==> config.mk <==
export PLATFORM = sky130hd
export DESIGN_NAME = csq_conv_sequencer
export DESIGN_NICKNAME = d
export VERILOG_FILES = /design/src/rtl/csq_pkg.sv /design/src/rtl/csq_sclk_gen.sv /design/src/rtl/csq_shift_in.sv /design/src/rtl/csq_gap_timer.sv /design/src/rtl/csq_conv_sequencer.sv
export SDC_FILE = /design/constraint.sdc
export NUM_CORES = 1
export LEC_CHECK = 0
export ABC_AREA = 1
export BUFFER_PORTS_ARGS = -buffer_cell sky130_fd_sc_hd__buf_2
export CORE_UTILIZATION = 25
export DETAILED_ROUTE_END_ITERATION = 7
export SYNTH_ARGS = -nofsm -noshare
export SYNTH_HDL_FRONTEND = slang
export SYNTH_SLANG_ARGS = --single-unit
==> constraint.sdc <==
create_clock -name clk -period 1.8 [get_ports clk]
set_input_delay 0.27 -clock clk [delete_from_list [all_inputs] [get_ports clk]]
set_output_delay 0.27 -clock clk [all_outputs]
set_load 0.05 [all_outputs]
==> src/rtl/csq_pkg.sv <==
package csq_pkg;

    typedef enum logic [2:0] {
        SQ_IDLE,
        SQ_START,
        SQ_GAP_A,
        SQ_READ,
        SQ_GAP_B
    } sq_state_e;

    function automatic logic sq_is_xfer(sq_state_e s);
        return (s == SQ_START) || (s == SQ_READ);
    endfunction

endpackage

==> src/rtl/csq_sclk_gen.sv <==
module csq_sclk_gen #(
    parameter int DIV_W = 8
) (
    input  logic             clk,
    input  logic             rst_n,
    input  logic             load,
    input  logic             active,
    input  logic [DIV_W-1:0] div_in,
    output logic             sclk,
    output logic             rise_now,
    output logic             fall_now
);

    typedef struct packed {
        logic             sclk;
        logic [DIV_W-1:0] half;
        logic [DIV_W-1:0] div;
    } gen_t;

    gen_t s_d, s_q;
    logic edge_due;

    always_comb begin
        s_d      = s_q;
        edge_due = (s_q.half == s_q.div);
        rise_now = active && !s_q.sclk && edge_due;
        fall_now = active &&  s_q.sclk && edge_due;
        if (load) begin
            s_d.sclk = 1'b0;
            s_d.half = '0;
            s_d.div  = div_in;
        end else if (active) begin
            if (edge_due) begin
                s_d.sclk = !s_q.sclk;
                s_d.half = '0;
            end else begin
                s_d.half = s_q.half + DIV_W'(1);
            end
        end else begin
            s_d.sclk = 1'b0;
            s_d.half = '0;
        end
    end

    always_ff @(posedge clk or negedge rst_n) begin
        if (!rst_n) s_q <= '0;
        else        s_q <= s_d;
    end

    assign sclk = s_q.sclk;

endmodule

==> src/rtl/csq_shift_in.sv <==
module csq_shift_in #(
    parameter int WIDTH = 16
) (
    input  logic             clk,
    input  logic             rst_n,
    input  logic             sample,
    input  logic             din,
    output logic [WIDTH-1:0] word
);

    logic [WIDTH-1:0] sh_d, sh_q;

    always_comb begin
        sh_d = sh_q;
        if (sample) sh_d = {sh_q[WIDTH-2:0], din};
    end

    always_ff @(posedge clk or negedge rst_n) begin
        if (!rst_n) sh_q <= '0;
        else        sh_q <= sh_d;
    end

    assign word = sh_q;

endmodule

==> src/rtl/csq_gap_timer.sv <==
module csq_gap_timer #(
    parameter int DLY_W = 16
) (
    input  logic             clk,
    input  logic             rst_n,
    input  logic             load,
    input  logic [DLY_W-1:0] len,
    output logic             done
);

    typedef struct packed {
        logic             run;
        logic [DLY_W-1:0] cnt;
    } tmr_t;

    tmr_t t_d, t_q;

    always_comb begin
        t_d  = t_q;
        done = t_q.run && (t_q.cnt == '0);
        if (load) begin
            t_d.run = 1'b1;
            t_d.cnt = len;
        end else if (t_q.run) begin
            if (t_q.cnt == '0) t_d.run = 1'b0;
            else               t_d.cnt = t_q.cnt - DLY_W'(1);
        end
    end

    always_ff @(posedge clk or negedge rst_n) begin
        if (!rst_n) t_q <= '0;
        else        t_q <= t_d;
    end

endmodule

==> src/rtl/csq_conv_sequencer.sv <==
module csq_conv_sequencer
    import csq_pkg::*;
#(
    parameter int DIV_W      = 8,
    parameter int DLY_W      = 16,
    parameter int START_BITS = 8,
    parameter int READ_BITS  = 16
) (
    input  logic                 clk,
    input  logic                 rst_n,
    input  logic                 enable,
    input  logic [DIV_W-1:0]     clk_div,
    input  logic [DLY_W-1:0]     post_delay,
    input  logic                 miso,
    output logic                 sclk,
    output logic                 conv_n,
    output logic                 cs_n,
    output logic [READ_BITS-1:0] result,
    output logic                 result_valid
);

    localparam int MAX_BITS = (READ_BITS > START_BITS) ? READ_BITS : START_BITS;
    localparam int CNT_W    = (MAX_BITS > 2) ? $clog2(MAX_BITS) : 1;
    localparam logic [CNT_W-1:0] START_LAST = CNT_W'(START_BITS - 1);
    localparam logic [CNT_W-1:0] READ_LAST  = CNT_W'(READ_BITS - 1);

    typedef struct packed {
        sq_state_e            state;
        logic [CNT_W-1:0]     bit_cnt;
        logic [READ_BITS-1:0] result;
        logic                 valid;
    } seq_t;

    seq_t st_d, st_q;

    logic                 gen_load, gap_load, gap_done;
    logic                 rise_now, fall_now, xfer_active;
    logic [READ_BITS-1:0] rx_word;

    assign xfer_active = sq_is_xfer(st_q.state);

    csq_sclk_gen #(.DIV_W(DIV_W)) i_sclk_gen (
        .clk      (clk),
        .rst_n    (rst_n),
        .load     (gen_load),
        .active   (xfer_active),
        .div_in   (clk_div),
        .sclk     (sclk),
        .rise_now (rise_now),
        .fall_now (fall_now)
    );

    csq_shift_in #(.WIDTH(READ_BITS)) i_shift_in (
        .clk    (clk),
        .rst_n  (rst_n),
        .sample (rise_now && (st_q.state == SQ_READ)),
        .din    (miso),
        .word   (rx_word)
    );

    csq_gap_timer #(.DLY_W(DLY_W)) i_gap_timer (
        .clk   (clk),
        .rst_n (rst_n),
        .load  (gap_load),
        .len   (post_delay),
        .done  (gap_done)
    );

    always_comb begin
        st_d       = st_q;
        st_d.valid = 1'b0;
        gen_load   = 1'b0;
        gap_load   = 1'b0;
        case (st_q.state)
            SQ_IDLE: begin
                if (enable) begin
                    st_d.state   = SQ_START;
                    st_d.bit_cnt = '0;
                    gen_load     = 1'b1;
                end
            end
            SQ_START: begin
                if (fall_now) begin
                    if (st_q.bit_cnt == START_LAST) begin
                        st_d.state = SQ_GAP_A;
                        gap_load   = 1'b1;
                    end else begin
                        st_d.bit_cnt = st_q.bit_cnt + CNT_W'(1);
                    end
                end
            end
            SQ_GAP_A: begin
                if (gap_done) begin
                    st_d.state   = SQ_READ;
                    st_d.bit_cnt = '0;
                    gen_load     = 1'b1;
                end
            end
            SQ_READ: begin
                if (fall_now) begin
                    if (st_q.bit_cnt == READ_LAST) begin
                        st_d.state  = SQ_GAP_B;
                        st_d.result = rx_word;
                        st_d.valid  = 1'b1;
                        gap_load    = 1'b1;
                    end else begin
                        st_d.bit_cnt = st_q.bit_cnt + CNT_W'(1);
                    end
                end
            end
            SQ_GAP_B: begin
                if (gap_done) begin
                    if (enable) begin
                        st_d.state   = SQ_START;
                        st_d.bit_cnt = '0;
                        gen_load     = 1'b1;
                    end else begin
                        st_d.state = SQ_IDLE;
                    end
                end
            end
            default: st_d.state = SQ_IDLE;
        endcase
    end

    always_ff @(posedge clk or negedge rst_n) begin
        if (!rst_n) begin
            st_q.state   <= SQ_IDLE;
            st_q.bit_cnt <= '0;
            st_q.result  <= '0;
            st_q.valid   <= 1'b0;
        end else begin
            st_q <= st_d;
        end
    end

    assign cs_n         = !xfer_active;
    assign conv_n       = (st_q.state != SQ_START);
    assign result       = st_q.result;
    assign result_valid = st_q.valid;

endmodule

# Word-level counts from Yosys, hierarchy flattened
# Cells that the tools add are included.
# Widths: inputs -> output; s select.
# word_totals
regBits,74
word_cells,82
inputBits,28
output_inout_bits,20
# classes
mux,32
n_reduce_logical,17
n_eq_ne,20
n_addsub,3
# op_table
cell,count
$mux 17,3
$mux 7,4
$mux 24,1
$pmux 4 s5,1
$mux 9,2
$ne 2x2->1 const B,9
$logic_not 16->1,1
$mux 16,1
$sub 16x1->16 const B,1
$pmux 3 s5,1
$mux 4,3
$mux 1,11
$reduce_and 9->1,1
$add 8x1->8 const B,1
$eq 8x8->1,1
$mux 8,1
$reduce_and 7->1,1
$eq 3x2->1 const B,2
$logic_and 1x1->1,6
$mux 3,2
$reduce_bool 5->1,1
$add 4x1->4 const B,1
$eq 4x3->1 const B,1
$eq 4x4->1 const B,1
other kinds (13),15

# Logic depth before layout (Yosys ltp)
# logic_depth
depth_word,8
mapped_depth,13

# Cells and area by module
# A second synthesis with hierarchy kept.
# unflattened
cells_unflattened,559
area_unflattened_um2,4300.4
# modules_own_cells
mod,area_each_um2,instances,seq_area_each_um2,cells_per_inst
csq_conv_sequencer,1373.8,1,600.6,180
csq_gap_timer,1337.5,1,425.4,199
csq_sclk_gen,904.6,1,425.4,112
csq_shift_in,684.4,1,400.4,68

# Worst setup path after synthesis
# Ideal clock, no wire load.
# synth_path
path_kind,register to register
startpoint,register i_sclk_gen.s_q (netlist bit i_sclk_gen.sclk)
endpoint,register i_gap_timer.t_q[10] (netlist bit)
slack_ns,0.000
path_buffers,2
path_stages_with_launch,8
setup_ns,0.118
synth_period_minus_slack_ns,1.800
t_arrival_ns,1.682
cell_sequence,dfrtp_1 inv_1 nor2_4 buf_4 clkbuf_1 nand4_1 nand3_1 nand2_1
# synth_via
elab_chain_len,6
word_cells_on_any_way,9
# synth_rtl
item,line_no,text
from (decl),csq_sclk_gen.sv:20,"gen_t s_d, s_q;"
from (signal assigned),csq_sclk_gen.sv:46,if (!rst_n) s_q <= '0;
from (signal assigned),csq_sclk_gen.sv:47,else s_q <= s_d;
$logic_and 1x1->1 * (2 in a row),csq_sclk_gen.sv:27,fall_now = active && s_q.sclk && edge_due;
"$mux 1, on equally long branches","csq_conv_sequencer.sv:100, csq_conv_sequencer.sv:83",
$pmux 1 s2 *,csq_conv_sequencer.sv:74,case (st_q.state)
$ne 2x2->1 (no line) or $reduce_bool 2->1 (tied branches),--,
$reduce_and 2->1 (no line),--,
to (signal assigned),csq_gap_timer.sv:32,else t_q <= t_d;
to (decl),csq_gap_timer.sv:16,"tmr_t t_d, t_q;"
# Mark *: on every way between the ends. The rest lies on a longest branch, timed or not.
# A chain may end at the register's enable or synchronous reset.

# Worst setup path in the final report
# layout_path
startpoint,register st_q[23] (netlist bit)
endpoint,output port conv_n
# layout_via
elab_chain_len,1
# layout_rtl
item,line_no,text
from (decl),csq_conv_sequencer.sv:34,"seq_t st_d, st_q;"
from (signal assigned),csq_conv_sequencer.sv:133,st_q <= st_d;
$ne 3x1->1,csq_conv_sequencer.sv:138,assign conv_n = (st_q.state != SQ_START);
to (decl),csq_conv_sequencer.sv:16,"output logic conv_n,"
# Every way passes these cells.

==> results.py <==
metrics = {
    "cells_and_area": {
        "multi_input_area_um2": 2020,
        "final_cells": 924,
        "stdcell_area_um2": 5520,
        "drive_gt1_frac": 0.226,
        "nNetsFinal": 726,
        "diodes": 0,
        "syn_to_final_growth_pct": 25.2,
        "fillers": 1858,
        "regArea_um2": 1850,
    },
    "grt": {
        "grt_usage": 0.128,
        "grt_max_degree": 33,
        "overflow": 0,
        "grt_antenna_before_repair": 0,
        "grt_use_met2": 0.222,
        "grt_pass1_wl_um": 18300,
        "grt_util_met1": 0.158,
        "use_met3": 0.0342,
        "top_usage_layer": "met2",
        "first_global_vias": 3808,
    },
    "placed_design": {
        "dp.cells": 893,
        "preCtsSetupSlack_ns": -0.0477,
        "io_buffers": 47,
        "dp_hpwl_um": 7510,
        "place_congestion": 0.875,
        "place_area_um2": 4980,
    },
    "setup_path": {
        "r2r-end": "i_gap_timer.t_q[12]$_DFFE_PN0P_",
        "cp-end-kind": "output port",
        "cp.arrival_ns": 1.46,
        "cp-start-kind": "register",
        "r2r_slack_ns": 0.08,
        "worstReg2RegStart": "st_q[17]$_DFFE_PN0P_",
        "reg2reg_depth": 9,
        "worstPathMaxFanout": 6,
        "required_ns": 1.53,
        "crit_type": "register to output port",
    },
    "hold_path": {
        "holdPathEnd": "i_sclk_gen.s_q[2]$_DFFE_PN0N_",
        "hold_depth": 3,
        "worstHoldStart": "clk_div[2]",
        "hp-class": "input pin to register",
    },
    "detailed_routing": {
        "antenna_left": 0,
        "drc_errors": 0,
        "drt_wl_total_um": 10800,
        "vias": 3910,
        "first_pass_iters": 5,
        "dr.first_iter.drc_count": 191,
        "wl_per_cell_um": 11.7,
        "via_per_inst": 4.23,
    },
    "yosys": {
        "synth_area_leader_cell": "dfrtp_1",
        "synth.most_common_cell": "nand2_1",
        "synthArstFlopShare": 1.00,
        "synthCells": 623,
        "yosys-top-cells-area": "dfrtp_1 42%, nand2_1 16%, inv_1 8.6%",
        "mappedNetlistNets": 655,
        "yosysWarnings": 0,
        "synth_top_area_share": 0.420,
        "synth-seq-area-share": 0.420,
        "ys_types": 32,
        "synth-edff-count": 0,
        "syn_area_um2": 4410,
        "synth-seq-cells": 74,
        "avgSynthCellArea_um2": 7.08,
        "yosys-top-cells-count": "189 x nand2_1, 101 x inv_1, 74 x dfrtp_1",
        "synthFlopType": "dfrtp_1",
    },
    "cts": {
        "cts_num_sinks": 74,
        "path_clk_slew_ns": 0.06,
        "cts_max_level": 3,
        "clock_latency_ns": 0.34,
        "tritoncts": "done",
        "cts_root_buffer": "clkbuf_16",
        "cts_buffer_depth": 2,
        "cts_made_buffers": 9,
    },
    "pwr": {
        "netSwitchingPower_uw": 1500,
        "p_int_uw": 3290,
        "pwr-share-seq": 0.401,
        "p_comb_frac": 0.241,
        "p_clk_frac": 0.358,
        "power_density_nw_per_um2": 867,
        "cellLeakagePower_uw": 0.00299,
        "peakVddDrop_v": 0.000425,
        "swShare": 0.313,
    },
    "floorplan": {
        "die_w_um": 135,
        "rows": 48,
        "die_h_um": 135,
        "ioPinCount": 48,
        "core_area_um2": 17200,
        "start_util": 0.256,
        "die-area_um2": 18200,
    },
    "sta": {
        "finalHoldViolCount": 0,
        "post-route-min-period_ns": 1.73,
        "relSlewSlack": 0.719,
        "skew_ns": 0.00764,
        "setup_violations": 0,
        "max_freq_ghz": 0.577,
        "min_period_over_period": 0.962,
        "slew_violations": 0,
        "whs_ns": 0.137,
        "rsz0062_at_grt": "yes",
        "worstMarginPinSlew_ns": 0.422,
        "worst_slack_ns": 0.0682,
    },
    "run_status": {
        "status": "finished clean",
    },
    "run": {
        "cap_viol_max_count": 0,
    },
}
-- stage by stage --
step / utilization / power (uW) / TNS, ns
detailed placement: 0.289 / 2920 / -0.541
CTS: 0.307 / 4710 / 0
global route: 0.320 / 5100 / -0.197
finish: 0.320 / 4790 / 0
floorplan: - / 2630 / 0
global placement: 0.289 / 2910 / -0.369
-- flip-flops by register name, summed over array words and instances, names as in the netlist --
signal,count
st_q,7
i_sclk_gen.s_q,16
i_sclk_gen.sclk,1
i_shift_in.word,16
result_valid,1
result,16
i_gap_timer.t_q,17
-- worst max path at each step --
stage,start,to,depth (start not counted)
detailed placement,i_sclk_gen.s_q[11]$_DFF_PN0_,result[12]$_DFFE_PN0P_,9
global placement,i_sclk_gen.s_q[11]$_DFF_PN0_,result[15]$_DFFE_PN0P_,9
CTS,st_q[23]$_DFFE_PN0P_,conv_n,5
global route,st_q[18]$_DFFE_PN0P_,i_gap_timer.t_q[6]$_DFFE_PN0P_,10
finish,st_q[23]$_DFFE_PN0P_,conv_n,5
floorplan,i_sclk_gen.sclk$_DFFE_PN0P_,i_gap_timer.t_q[10]$_DFFE_PN0P_,7
-- layout make-up --
cell class / instances / area share
Sequential cell: 74 / 0.336
Multi-Input combinational cell: 405 / 0.367
Inverter: 113 / 0.0773
Tap cell: 225 / 0.0510
Timing Repair Buffer: 91 / 0.118
Clock inverter: 3 / 0.00431
Clock buffer: 13 / 0.0472
-- routing by layer --
metal | vias to the layer above | share of wire
met5 | - | 0
met4 | 0 | 0.0073
met3 | 6 | 0.032
met2 | 47 | 0.50
met1 | 1801 | 0.46
li1 | 2056 | -
-- timing repair --
item                                    CTS  global route
endpoints found under the hold margin    27             0
gates cloned                              1             3
setup buffers                             0            10
pin swaps                                 1            12
hold buffers                              1             0
resized for setup                         2            33
endpoints found under the setup margin   16            63
-- worst max-delay path: stages, from the launching register on --
cell	delay, ns
dfrtp_1	0.40
inv_2	0.09
nand2_4	0.11
nor2_2	0.17
inv_1	0.14
buf_4	0.22
-- cells by family after synthesis --
kind of cell             synth area share
AND/OR/NAND/NOR                     0.343
buffers and inverters               0.147
flip-flops                          0.420
AO/OA/AOI/OAI                      0.0604
XOR/XNOR                           0.0179
adder cells (fa/ha/maj)            0.0114
-- placed cells by master (no fill, tap or decap), types with 2 or more instances in the layout --
cell type     n
nor3_1        2
nand3_1      52
nand4_1      22
buf_2        45
nor2_2       13
clkbuf_16    10
nor2_1       39
buf_12        4
clkbuf_1      2
o21ai_0      44
ha_1          3
clkinvlp_4    2
nand2_4       2
or2_2         3
inv_2        13
xnor2_1       2
dfrtp_1      74
buf_4        38
inv_1        99
nand2_1     185
nor2_8        2
nand3b_4      2
xor2_1        7
nand2_2       7
nand3_2       3
clkbuf_8      2
nor2_4        3
o21ai_1       4
-- power by group through the flow --
| stage | sequential, uW | clock [uW] | combinational (uW) |
|---|---|---|---|
| after floorplan | 1970 | 0 | 654 |
| after global placement | 1950 | 0 | 959 |
| after detailed placement | 1950 | 0 | 971 |
| after CTS | 1920 | 1790 | 995 |
| after global routing | 1940 | 1860 | 1310 |
| final | 1920 | 1710 | 1150 |
Note: power is estimated with default switching activity, not from simulation.
